<file path="src/rtl/spiCmdPkg.sv">
package spiCmdPkg;
  localparam int CMD_W   = 16;
  localparam int SHORT_W = 8;
  localparam int FREQ_W  = 12;
  localparam int SLEEP_W = 8;

  localparam logic [7:0] TX_OP    = 8'hC6;
  localparam logic [7:0] PWR_OP   = 8'hC0;
  localparam logic [7:0] BAT_OP   = 8'hC2;
  localparam logic [7:0] SLEEP_OP = 8'hC4;
  localparam logic [7:0] RATE_OP  = 8'hC8;

  localparam logic [15:0] CFG_RST  = 16'h8080;
  localparam logic [15:0] PM_RST   = 16'hC000;
  localparam logic [15:0] FREQ_RST = 16'hA7D0;
  localparam logic [15:0] RATE_RST = 16'hC800;
  localparam logic [7:0]  POW_RST  = 8'hB0;
  localparam logic [15:0] BAT_RST  = 16'hC200;
  localparam logic [15:0] WAKE_RST = 16'hE000;

  typedef struct packed {
    logic wrCfg;
    logic wrPwrMgmt;
    logic wrFreq;
    logic wrRate;
    logic wrPower;
    logic wrBat;
    logic wrSleep;
    logic wrWake;
    logic txStart;
    logic streamBit;
    logic streamData;
    logic [CMD_W-1:0] data;
  } cmdStrobeT;
endpackage

</file>
<file path="src/rtl/spiCmdCtrl.sv">
module spiCmdCtrl
  import spiCmdPkg::*;
#(
  parameter int SYNC_STAGES = 2
) (
  input  logic      clk,
  input  logic      rstN,
  input  logic      spiSck,
  input  logic      spiCsN,
  input  logic      spiMosi,
  input  logic [CMD_W-1:0] statusWord,
  output cmdStrobeT stb,
  output logic      streaming,
  output logic      spiMiso
);
  localparam int CNT_W = $clog2(CMD_W * 2);
  localparam logic [CNT_W-1:0] CNT_MAX  = {CNT_W{1'b1}};
  localparam logic [CNT_W-1:0] LEN_LONG  = CNT_W'(CMD_W);
  localparam logic [CNT_W-1:0] LEN_SHORT = CNT_W'(SHORT_W);

  logic [SYNC_STAGES:0]   sckPipe;
  logic [SYNC_STAGES:0]   csPipe;
  logic [SYNC_STAGES-1:0] mosiPipe;

  always_ff @(posedge clk or negedge rstN) begin
    if (!rstN) begin
      sckPipe  <= '0;
      csPipe   <= '1;
      mosiPipe <= '0;
    end else begin
      sckPipe  <= {sckPipe[SYNC_STAGES-1:0], spiSck};
      csPipe   <= {csPipe[SYNC_STAGES-1:0], spiCsN};
      mosiPipe <= {mosiPipe[SYNC_STAGES-2:0], spiMosi};
    end
  end

  logic sckRise, csRise, selected, mosiBit;
  assign sckRise  = sckPipe[SYNC_STAGES-1] & ~sckPipe[SYNC_STAGES];
  assign csRise   = csPipe[SYNC_STAGES-1] & ~csPipe[SYNC_STAGES];
  assign selected = ~csPipe[SYNC_STAGES-1];
  assign mosiBit  = mosiPipe[SYNC_STAGES-1];

  logic [CMD_W-1:0] shiftReg;
  logic [CMD_W-1:0] statusSh;
  logic [CNT_W-1:0] bitCnt;
  logic             readActive;

  logic [CMD_W-1:0] shiftNext;
  logic             atByteEdge, isTxCmd, isReadCmd, bitTaken;
  assign shiftNext  = {shiftReg[CMD_W-2:0], mosiBit};
  assign bitTaken   = sckRise & selected & ~streaming;
  assign atByteEdge = bitTaken & (bitCnt == LEN_SHORT - 1'b1);
  assign isTxCmd    = atByteEdge & (shiftNext[SHORT_W-1:0] == TX_OP);
  assign isReadCmd  = atByteEdge & (shiftNext[SHORT_W-1:0] == '0);

  always_ff @(posedge clk or negedge rstN) begin
    if (!rstN) begin
      shiftReg   <= '0;
      statusSh   <= '0;
      bitCnt     <= '0;
      streaming  <= 1'b0;
      readActive <= 1'b0;
    end else if (!selected) begin
      bitCnt     <= '0;
      streaming  <= 1'b0;
      readActive <= 1'b0;
    end else if (bitTaken) begin
      shiftReg <= shiftNext;
      if (bitCnt != CNT_MAX) bitCnt <= bitCnt + 1'b1;
      if (isTxCmd) streaming <= 1'b1;
      if (isReadCmd) begin
        readActive <= 1'b1;
        statusSh   <= statusWord;
      end else if (readActive) begin
        statusSh <= {statusSh[CMD_W-2:0], 1'b0};
      end
    end
  end

  assign spiMiso = readActive & statusSh[CMD_W-1];

  always_comb begin
    stb            = '0;
    stb.data       = shiftReg;
    stb.txStart    = isTxCmd;
    stb.streamBit  = sckRise & selected & streaming;
    stb.streamData = mosiBit;
    if (csRise && !streaming) begin
      if (bitCnt == LEN_LONG) begin
        casez (shiftReg[CMD_W-1 -: 8])
          8'b100?_????: stb.wrCfg     = 1'b1;
          8'b1010_????: stb.wrFreq    = 1'b1;
          8'b111?_????: stb.wrWake    = 1'b1;
          PWR_OP:       stb.wrPwrMgmt = 1'b1;
          BAT_OP:       stb.wrBat     = 1'b1;
          SLEEP_OP:     stb.wrSleep   = 1'b1;
          RATE_OP:      stb.wrRate    = 1'b1;
          default:      ;
        endcase
      end else if (bitCnt == LEN_SHORT && shiftReg[SHORT_W-1:3] == 5'b10110) begin
        stb.wrPower = 1'b1;
      end
    end
  end
endmodule

</file>
<file path="src/rtl/spiCmdRegs.sv">
module spiCmdRegs
  import spiCmdPkg::*;
(
  input  logic              clk,
  input  logic              rstN,
  input  cmdStrobeT         stb,
  input  logic              mcuClkTick,
  output logic [1:0]        bandSel,
  output logic [2:0]        clkDivSel,
  output logic [3:0]        loadCapSel,
  output logic              modInvert,
  output logic [2:0]        devSel,
  output logic [FREQ_W-1:0] freqWord,
  output logic [7:0]        rateWord,
  output logic [2:0]        powerReduce,
  output logic [4:0]        batThresh,
  output logic              bitSyncEn,
  output logic              wakeCalDis,
  output logic [4:0]        wakeExp,
  output logic [7:0]        wakeMant,
  output logic              oscEn,
  output logic              synthEn,
  output logic              paEn,
  output logic              batDetEn,
  output logic              wakeEn,
  output logic              clkOutEn,
  output logic              txData,
  output logic              txValid
);
  logic [7:0]         pmFlags;
  logic               autoOsc, autoSynth, autoPa;
  logic               sleepPending;
  logic [SLEEP_W-1:0] sleepCnt;

  always_ff @(posedge clk or negedge rstN) begin
    if (!rstN) begin
      bandSel     <= CFG_RST[12:11];
      clkDivSel   <= CFG_RST[10:8];
      loadCapSel  <= CFG_RST[7:4];
      modInvert   <= CFG_RST[3];
      devSel      <= CFG_RST[2:0];
      pmFlags     <= PM_RST[7:0];
      freqWord    <= FREQ_RST[FREQ_W-1:0];
      rateWord    <= RATE_RST[7:0];
      powerReduce <= POW_RST[2:0];
      batThresh   <= BAT_RST[4:0];
      bitSyncEn   <= BAT_RST[5];
      wakeCalDis  <= BAT_RST[7];
      wakeExp     <= WAKE_RST[12:8];
      wakeMant    <= WAKE_RST[7:0];
    end else begin
      if (stb.wrCfg) begin
        bandSel    <= stb.data[12:11];
        clkDivSel  <= stb.data[10:8];
        loadCapSel <= stb.data[7:4];
        modInvert  <= stb.data[3];
        devSel     <= stb.data[2:0];
      end
      if (stb.wrPwrMgmt) pmFlags  <= stb.data[7:0];
      if (stb.wrFreq)    freqWord <= stb.data[FREQ_W-1:0];
      if (stb.wrRate)    rateWord <= stb.data[7:0];
      if (stb.wrPower)   powerReduce <= stb.data[2:0];
      if (stb.wrBat) begin
        batThresh  <= stb.data[4:0];
        bitSyncEn  <= stb.data[5];
        wakeCalDis <= stb.data[7];
      end
      if (stb.wrWake) begin
        wakeExp  <= stb.data[12:8];
        wakeMant <= stb.data[7:0];
      end
    end
  end

  // automatic enable sequencing: transmit beats sleep, sleep beats a tick
  always_ff @(posedge clk or negedge rstN) begin
    if (!rstN) begin
      autoOsc      <= 1'b0;
      autoSynth    <= 1'b0;
      autoPa       <= 1'b0;
      sleepPending <= 1'b0;
      sleepCnt     <= '0;
    end else if (stb.txStart) begin
      autoOsc      <= autoOsc | pmFlags[7];
      autoSynth    <= autoSynth | pmFlags[7];
      autoPa       <= autoPa | pmFlags[6];
      sleepPending <= 1'b0;
    end else if (stb.wrSleep) begin
      autoSynth <= 1'b0;
      autoPa    <= 1'b0;
      if (stb.data[SLEEP_W-1:0] == '0) begin
        autoOsc      <= 1'b0;
        sleepPending <= 1'b0;
      end else begin
        sleepPending <= 1'b1;
        sleepCnt     <= stb.data[SLEEP_W-1:0];
      end
    end else if (sleepPending && mcuClkTick) begin
      if (sleepCnt == SLEEP_W'(1)) begin
        autoOsc      <= 1'b0;
        sleepPending <= 1'b0;
      end else begin
        sleepCnt <= sleepCnt - 1'b1;
      end
    end
  end

  always_ff @(posedge clk or negedge rstN) begin
    if (!rstN) begin
      txValid <= 1'b0;
      txData  <= 1'b0;
    end else begin
      txValid <= stb.streamBit;
      if (stb.streamBit) txData <= stb.streamData;
    end
  end

  assign oscEn    = pmFlags[5] | autoOsc;
  assign synthEn  = pmFlags[4] | autoSynth;
  assign paEn     = pmFlags[3] | autoPa;
  assign batDetEn = pmFlags[2];
  assign wakeEn   = pmFlags[1];
  assign clkOutEn = ~pmFlags[0];
endmodule

</file>
<file path="src/rtl/spiCmdTop.sv">
module spiCmdTop
  import spiCmdPkg::*;
(
  input  logic        clk,
  input  logic        rstN,
  input  logic        spiSck,
  input  logic        spiCsN,
  input  logic        spiMosi,
  output logic        spiMiso,
  input  logic [15:0] statusWord,
  input  logic        mcuClkTick,
  output logic [1:0]  bandSel,
  output logic [2:0]  clkDivSel,
  output logic [3:0]  loadCapSel,
  output logic        modInvert,
  output logic [2:0]  devSel,
  output logic [11:0] freqWord,
  output logic [7:0]  rateWord,
  output logic [2:0]  powerReduce,
  output logic [4:0]  batThresh,
  output logic        bitSyncEn,
  output logic        wakeCalDis,
  output logic [4:0]  wakeExp,
  output logic [7:0]  wakeMant,
  output logic        oscEn,
  output logic        synthEn,
  output logic        paEn,
  output logic        batDetEn,
  output logic        wakeEn,
  output logic        clkOutEn,
  output logic        streaming,
  output logic        txData,
  output logic        txValid
);
  cmdStrobeT cmdStb;

  spiCmdCtrl #(.SYNC_STAGES(2)) u_ctrl (
    .clk(clk), .rstN(rstN), .spiSck(spiSck), .spiCsN(spiCsN),
    .spiMosi(spiMosi), .statusWord(statusWord), .stb(cmdStb),
    .streaming(streaming), .spiMiso(spiMiso)
  );

  spiCmdRegs u_regs (
    .clk(clk), .rstN(rstN), .stb(cmdStb), .mcuClkTick(mcuClkTick),
    .bandSel(bandSel), .clkDivSel(clkDivSel), .loadCapSel(loadCapSel),
    .modInvert(modInvert), .devSel(devSel), .freqWord(freqWord),
    .rateWord(rateWord), .powerReduce(powerReduce), .batThresh(batThresh),
    .bitSyncEn(bitSyncEn), .wakeCalDis(wakeCalDis), .wakeExp(wakeExp),
    .wakeMant(wakeMant), .oscEn(oscEn), .synthEn(synthEn), .paEn(paEn),
    .batDetEn(batDetEn), .wakeEn(wakeEn), .clkOutEn(clkOutEn),
    .txData(txData), .txValid(txValid)
  );
endmodule

</file>
<file path="config.mk">
export PLATFORM = sky130hd
export DESIGN_NAME = spiCmdTop
export DESIGN_NICKNAME = d
export VERILOG_FILES = /design/src/rtl/spiCmdPkg.sv /design/src/rtl/spiCmdCtrl.sv /design/src/rtl/spiCmdRegs.sv /design/src/rtl/spiCmdTop.sv
export SDC_FILE = /design/constraint.sdc
export NUM_CORES = 1
export LEC_CHECK = 0
export CORE_MARGIN = 3
export CORE_UTILIZATION = 45
export CTS_CLUSTER_DIAMETER = 150
export DETAILED_ROUTE_END_ITERATION = 10
export PLACE_DENSITY = 0.69
export SLEW_MARGIN = 20
export SYNTH_ARGS = -nofsm -noshare
export SYNTH_HDL_FRONTEND = slang
export SYNTH_HIERARCHICAL = 1
export SYNTH_SLANG_ARGS = --single-unit
</file>
<file path="constraint.sdc">
create_clock -name clk -period 2.95 [get_ports clk]
set_input_delay 0.59 -clock clk [delete_from_list [all_inputs] [get_ports clk]]
set_output_delay 0.59 -clock clk [all_outputs]
set_load 0.1 [all_outputs]
</file>
# After elaboration in Yosys (flattened, before gate mapping)
# Index checks and enable logic that the tools add are counted.
[op_classes]
muxes = 38
reduce_logical = 23
n_eq_ne = 17
n_bitwise = 21
add_sub_neg = 2
[op_table]
columns = ["op", "n"]
rows = [
  ["$eq A8 B8 Y1 const B", 5],
  ["$mux W8", 5],
  ["$mux W16", 2],
  ["$mux W1", 26],
  ["$logic_not A8 Y1", 2],
  ["$mux W5", 3],
  ["$reduce_bool A2 Y1", 7],
  ["$eq A5 B5 Y1 const B", 2],
  ["$reduce_and A2 Y1", 5],
  ["$and A1 B1 Y1", 9],
  ["$eq A8 B1 Y1 const B", 1],
  ["$sub A8 B1 Y8 const B", 1],
  ["$eq A3 B3 Y1 const B", 2],
  ["$not A1 Y1", 6],
  ["$or A1 B1 Y1", 6],
  ["$reduce_and A3 Y1", 2],
  ["$reduce_bool A3 Y1", 2],
  ["$add A5 B1 Y5 const B", 1],
  ["$eq A5 B3 Y1 const B", 1],
  ["$eq A5 B4 Y1 const B", 1],
  ["$ne A5 B5 Y1 const B", 1],
  ["$eq A4 B4 Y1 const B", 1],
  ["$mux W4", 1],
  ["$ne A2 B2 Y1 const B", 2],
  ["5 further kinds", 7],
]
[totals]
input_bits = 22
output_inout_bits = 66
ff_bits = 125
elab_cells = 130

# Depth between registers and ports, before layout
[depth]
ltp_word = 9
mapped_depth = 10
ltp_nobuf = 8

# Hierarchy
# Netlist, hierarchy kept.
[modules_own_cells]
columns = ["mod", "seq_area_each_um2", "cells_each", "n_inst", "area_per_inst_um2"]
rows = [
  ["spiCmdRegs", 1960.6, 226, 1, 3220.6],
  ["spiCmdCtrl", 1179.9, 164, 1, 2172.1],
]

# Worst setup path before layout
# Ideal clock, no wire load.
[synth_timing]
path_type = "reg-to-reg"
from = "reg u_ctrl.streaming"
to = "reg u_regs.sleepCnt[2]"
t_arrival_ps = 2654
setup_slack_ps = 172
required_ps = 2826
n_path_buf = 2
setup_time_ps = 124
synth_period_minus_slack_ps = 2778
stages_incl_launch_ff = 10
cell_sequence = "dfrtp_1 nor4b_1 and4b_1 and3_1 buf_2 nand2b_1 a21oi_1 buf_2 o22ai_1 o2bb2ai_1"
[synth_lines]
columns = ["item", "line", "text"]
rows = [
  ["from (decl)", "spiCmdCtrl.sv:13", "output logic streaming,"],
  ["from (signal assigned)", "spiCmdCtrl.sv:61", "streaming <= 1'b0;"],
  ["from (signal assigned)", "spiCmdCtrl.sv:65", "streaming <= 1'b0;"],
  ["from (signal assigned)", "spiCmdCtrl.sv:70", "if (isTxCmd) streaming <= 1'b1;"],
  ["to (signal assigned)", "spiCmdRegs.sv:96", "sleepCnt <= stb.data[SLEEP_W-1:0];"],
  ["to (signal assigned)", "spiCmdRegs.sv:103", "sleepCnt <= sleepCnt - 1'b1;"],
  ["to (decl)", "spiCmdRegs.sv:33", "logic [SLEEP_W-1:0] sleepCnt;"],
]

==> flow_summary.rst <==
.. list-table::
   :header-rows: 1

   * - Metric
     - Value
   * - Setup slack after placement
     - around 440 ps
   * - Fraction of synthesis flops using an asynchronous set or reset pin
     - 1.00
   * - Number of resized instances in the post-cts repair step
     - 0
   * - Post-Syn Nets
     - 417
   * - Height of the die
     - 115 um
   * - Number of sinks driven by the clock tree
     - 125
   * - Power per standard cell area
     - 637 nW/um^2
   * - Fin. max-slew vios
     - 0
   * - Final nets
     - 520
   * - Number of filler cells placed in the layout
     - around 940
   * - Worst vdd rail ir drop
     - approximately 500 uV
   * - Total routed wirelength
     - 12100 um
   * - RSZ-0062 raised after global routing
     - false
   * - Synth Register Bits
     - approximately 130
   * - TritonCTS Buffers
     - 17
   * - Most instantiated flip-flop cell in the synthesis netlist
     - dfrtp_1
   * - Worst Max-Slew Pin Slew
     - around 900 ps
   * - Die area
     - 13300 um^2
   * - Total routing usage reported by global routing
     - 0.196
   * - Cells after synthesis
     - between 300 and 400
   * - Worst path slowest cell
     - dfrtp_1
   * - Crit path arrival time
     - around 2800 ps
   * - Clock insertion delay at the later pin of the skew report
     - about 410 ps
   * - Num ports
     - 88
   * - Number of levels in the clock H-tree
     - 4
   * - Antenna Cells
     - 0
   * - EDFF count, synth
     - 0
   * - Worst Path Buf+Inv
     - 1
   * - YS warnings
     - 6
   * - Global-route congestion overflow total
     - 0
   * - Period utilization
     - 0.850
   * - Post-synth cell types
     - approximately 50
   * - Initial core utilization
     - 0.466
   * - Die width
     - ~120 um
   * - Worst min-delay path class
     - in -> async
   * - Num rows
     - 39
   * - Type of the setup path with the least slack
     - reg -> reg
   * - Placeable core region
     - around 12000 um^2
   * - Endpoints failing hold
     - 0
   * - Root Driver
     - clkbuf_16
   * - Category of cells accounting for the largest share of critical-path delay
     - simple AND/OR/NAND/NOR gates
   * - Syn Area/Cell
     - ~14 um^2
   * - Slack of the critical path
     - about 440 ps
   * - DRT antenna net count
     - 0
   * - Peak fanout along the critical path
     - 7
   * - Run status
     - complete, no violations
   * - Number of DRC violations after detailed routing
     - 0
   * - Post-cts hold buffer count
     - 0
   * - Final RePlAce weighted congestion
     - ~0.8
   * - Layout cells sized above 1
     - 0.482
   * - Final Skew
     - around 6.9 ps
   * - Via density per instance
     - between 5 and 6
   * - Portion of the post-synthesis area used by sequential elements
     - 0.582
   * - Final min period
     - 2510 ps
   * - Beginning of the worst register-to-register path
     - u_ctrl/streaming
   * - Launching element type of the critical path
     - register
   * - Setup violation total in the final timing report
     - 0
   * - FMAX
     - approximately 400 MHz
   * - Detail Placement HPWL
     - around 7900 um
   * - Clock slew at the register clock pins of the worst setup and hold paths
     - 60 ps
   * - First-pass GRT wire length
     - around 20000 um
   * - Required time at the worst-slack endpoint
     - around 3300 ps
   * - Average detailed-routed wire length per instance
     - roughly 19 um
   * - Multi-input gate area in the final layout
     - roughly 2100 um^2
   * - Buffer depth of the longest clock path
     - 2
   * - Number of cells traversed by the worst register-to-register path
     - 6
   * - Crit-path cells
     - nor4b_1, and4b_1, nor2b_1, nor4b_1, buf_4, mux2_2
   * - Via count of the first global-routing pass
     - around 3800
   * - Initial DRC count
     - 181
   * - Total negative slack for setup checks
     - 0 ps
   * - Delay contributed by the slowest stage of the critical path
     - 440 ps
   * - Storage element area
     - approximately 3100 um^2
   * - Setup crit end kind
     - register
   * - CTS tree
     - built
   * - Max cap viols
     - 0
   * - Total via count after detailed routing
     - ~3500
   * - Most numerous cell on the critical path
     - nor4b_1
   * - Initial antenna violation count
     - 0
   * - Pre-Repair DR Iteration Count
     - 5
   * - RR Endpoint
     - u_regs/batThresh[4]
   * - Post-synthesis to final-layout area growth
     - 28.8%
   * - Quantity of I/O buffers inserted on ports
     - 87
   * - R2R setup slack
     - ~440 ps
   * - Syn Std Cell Area
     - approximately 5400 um^2
   * - Slew HR
     - 0.401
   * - Leak pwr
     - ~3.3 nW
   * - Number of buffers inserted to repair setup after CTS
     - 0
   * - Largest net degree at the start of global routing
     - 47
==> flip-flops by register name, summed over array words and instances, names as in the netlist, 4 cells and up <==
signal,count
u_regs/wakeExp,5
u_ctrl/statusSh,16
u_regs/loadCapSel,4
u_regs/wakeMant,8
u_ctrl/bitCnt,5
u_regs/pmFlags,8
u_regs/rateWord,8
u_ctrl/shiftReg,16
u_regs/freqWord,12
u_regs/sleepCnt,8
u_regs/batThresh,5
==> final cells by class <==
| class | instances | area share |
|---|---|---|
| multi-input combinational | 235 | 0.305 |
| clock buffer | 18 | 0.0632 |
| tap | 143 | 0.0258 |
| sequential | 125 | 0.452 |
| timing repair buffer | 102 | 0.119 |
| clock inverter | 14 | 0.0276 |
| inverter | 12 | 0.00649 |
==> cell families after synthesis <==
group | count (synthesis) | share of synthesized area
DFF | 125 | 0.582
muxes | 111 | 0.237
adders and majority gates | 5 | 0.0116
buffers and inverters | 30 | 0.0253
xor gates and xnor gates | 2 | 0.00325
AOI/OAI and AO/OA | 36 | 0.0480
and+or+nand+nor | 81 | 0.0926
==> synthesized netlist by cell type, types with 2 or more instances <==
cell / count / area share
dfrtp_1: 115 / 0.53
mux2_2: 101 / 0.21
inv_1: 12 / 0.0084
nand2_1: 12 / 0.0084
nor2_1: 12 / 0.0084
dfstp_2: 10 / 0.049
nor3_1: 10 / 0.0093
o21ai_0: 10 / 0.0093
mux2_4: 8 / 0.022
clkbuf_1: 6 / 0.0042
a21oi_1: 5 / 0.0046
ha_1: 5 / 0.012
nand3b_1: 5 / 0.0070
o22ai_1: 5 / 0.0058
o2bb2ai_1: 5 / 0.0081
buf_1: 4 / 0.0028
buf_2: 4 / 0.0037
nand3_1: 4 / 0.0037
nor3b_1: 4 / 0.0056
a22oi_1: 3 / 0.0042
and3_1: 3 / 0.0035
buf_4: 3 / 0.0042
nand2b_1: 3 / 0.0035
nor2b_1: 3 / 0.0035
nor4b_1: 3 / 0.0049
or2_2: 3 / 0.0035
or3_1: 3 / 0.0035
a41oi_1: 2 / 0.0032
and2_1: 2 / 0.0023
mux2i_1: 2 / 0.0037
nand4_1: 2 / 0.0023
nor4_1: 2 / 0.0023
nor4bb_1: 2 / 0.0037
or4_1: 2 / 0.0028
==> how the worst max path moves through the flow <==
stage	to	start	slack (ps)	cells after the start
finish	u_regs/batThresh[4]	u_ctrl/streaming	440	6
global placement	u_regs/batThresh[1]	u_ctrl/streaming	540	6
detailed placement	u_regs/batThresh[3]	u_ctrl/streaming	440	6
global route	u_regs/sleepCnt[0]	u_ctrl/streaming	240	8
CTS	u_regs/batThresh[4]	u_ctrl/streaming	420	6
floorplan	u_regs/sleepCnt[2]	u_ctrl/streaming	170	9
==> layer usage <==
layer / wire, um / global-route usage / vias to the layer above
met4: 188 / 0.0689 / 0
met3: 816 / 0.0627 / 14
li1: - / - / 1619
met5: 0 / 0 / -
met1: 5560 / 0.267 / 1748
met2: 5510 / 0.297 / 114
==> through the flow <==
stage,hold WS [ps],utilization,cells,total power [mW],area [um^2]
finish,193,0.600,649,4.43,6940
global route,227,0.600,649,4.60,6940
CTS,208,0.600,649,4.47,6940
detailed placement,339,0.546,617,2.26,6310
global placement,338,0.546,617,2.25,6310
floorplan,294,-,390,2.03,5390
==> report_power, final <==
part | internal (mW) | switching (mW) | total (mW)
combinational | 0.133 | 0.145 | 0.277
sequential | 1.79 | 0.165 | 1.95
clock | 1.43 | 0.764 | 2.20
==> placed cells by master (no fill, tap or decap), types with 3 or more instances in the layout <==
master and count:
clkinvlp_4 4, nor3b_1 4, nand2_1 12, and3_1 3, mux2_2 101, nor2_1 12
a22oi_1 3, inv_1 12, ha_1 5, a21oi_1 5, nor4b_1 3, clkbuf_16 17
or3_1 3, nand2b_1 3, bufinv_16 4, o22ai_1 5, dfstp_2 10, buf_4 81
dfrtp_1 115, nor3_1 9, nor2b_1 3, o21ai_0 10, clkinv_2 3, o2bb2ai_1 5
mux2_4 8, nand3b_1 5, clkdlybuf4s50_1 20, nand3_1 4, or2_2 3
Power figures use the tool's default switching activity.
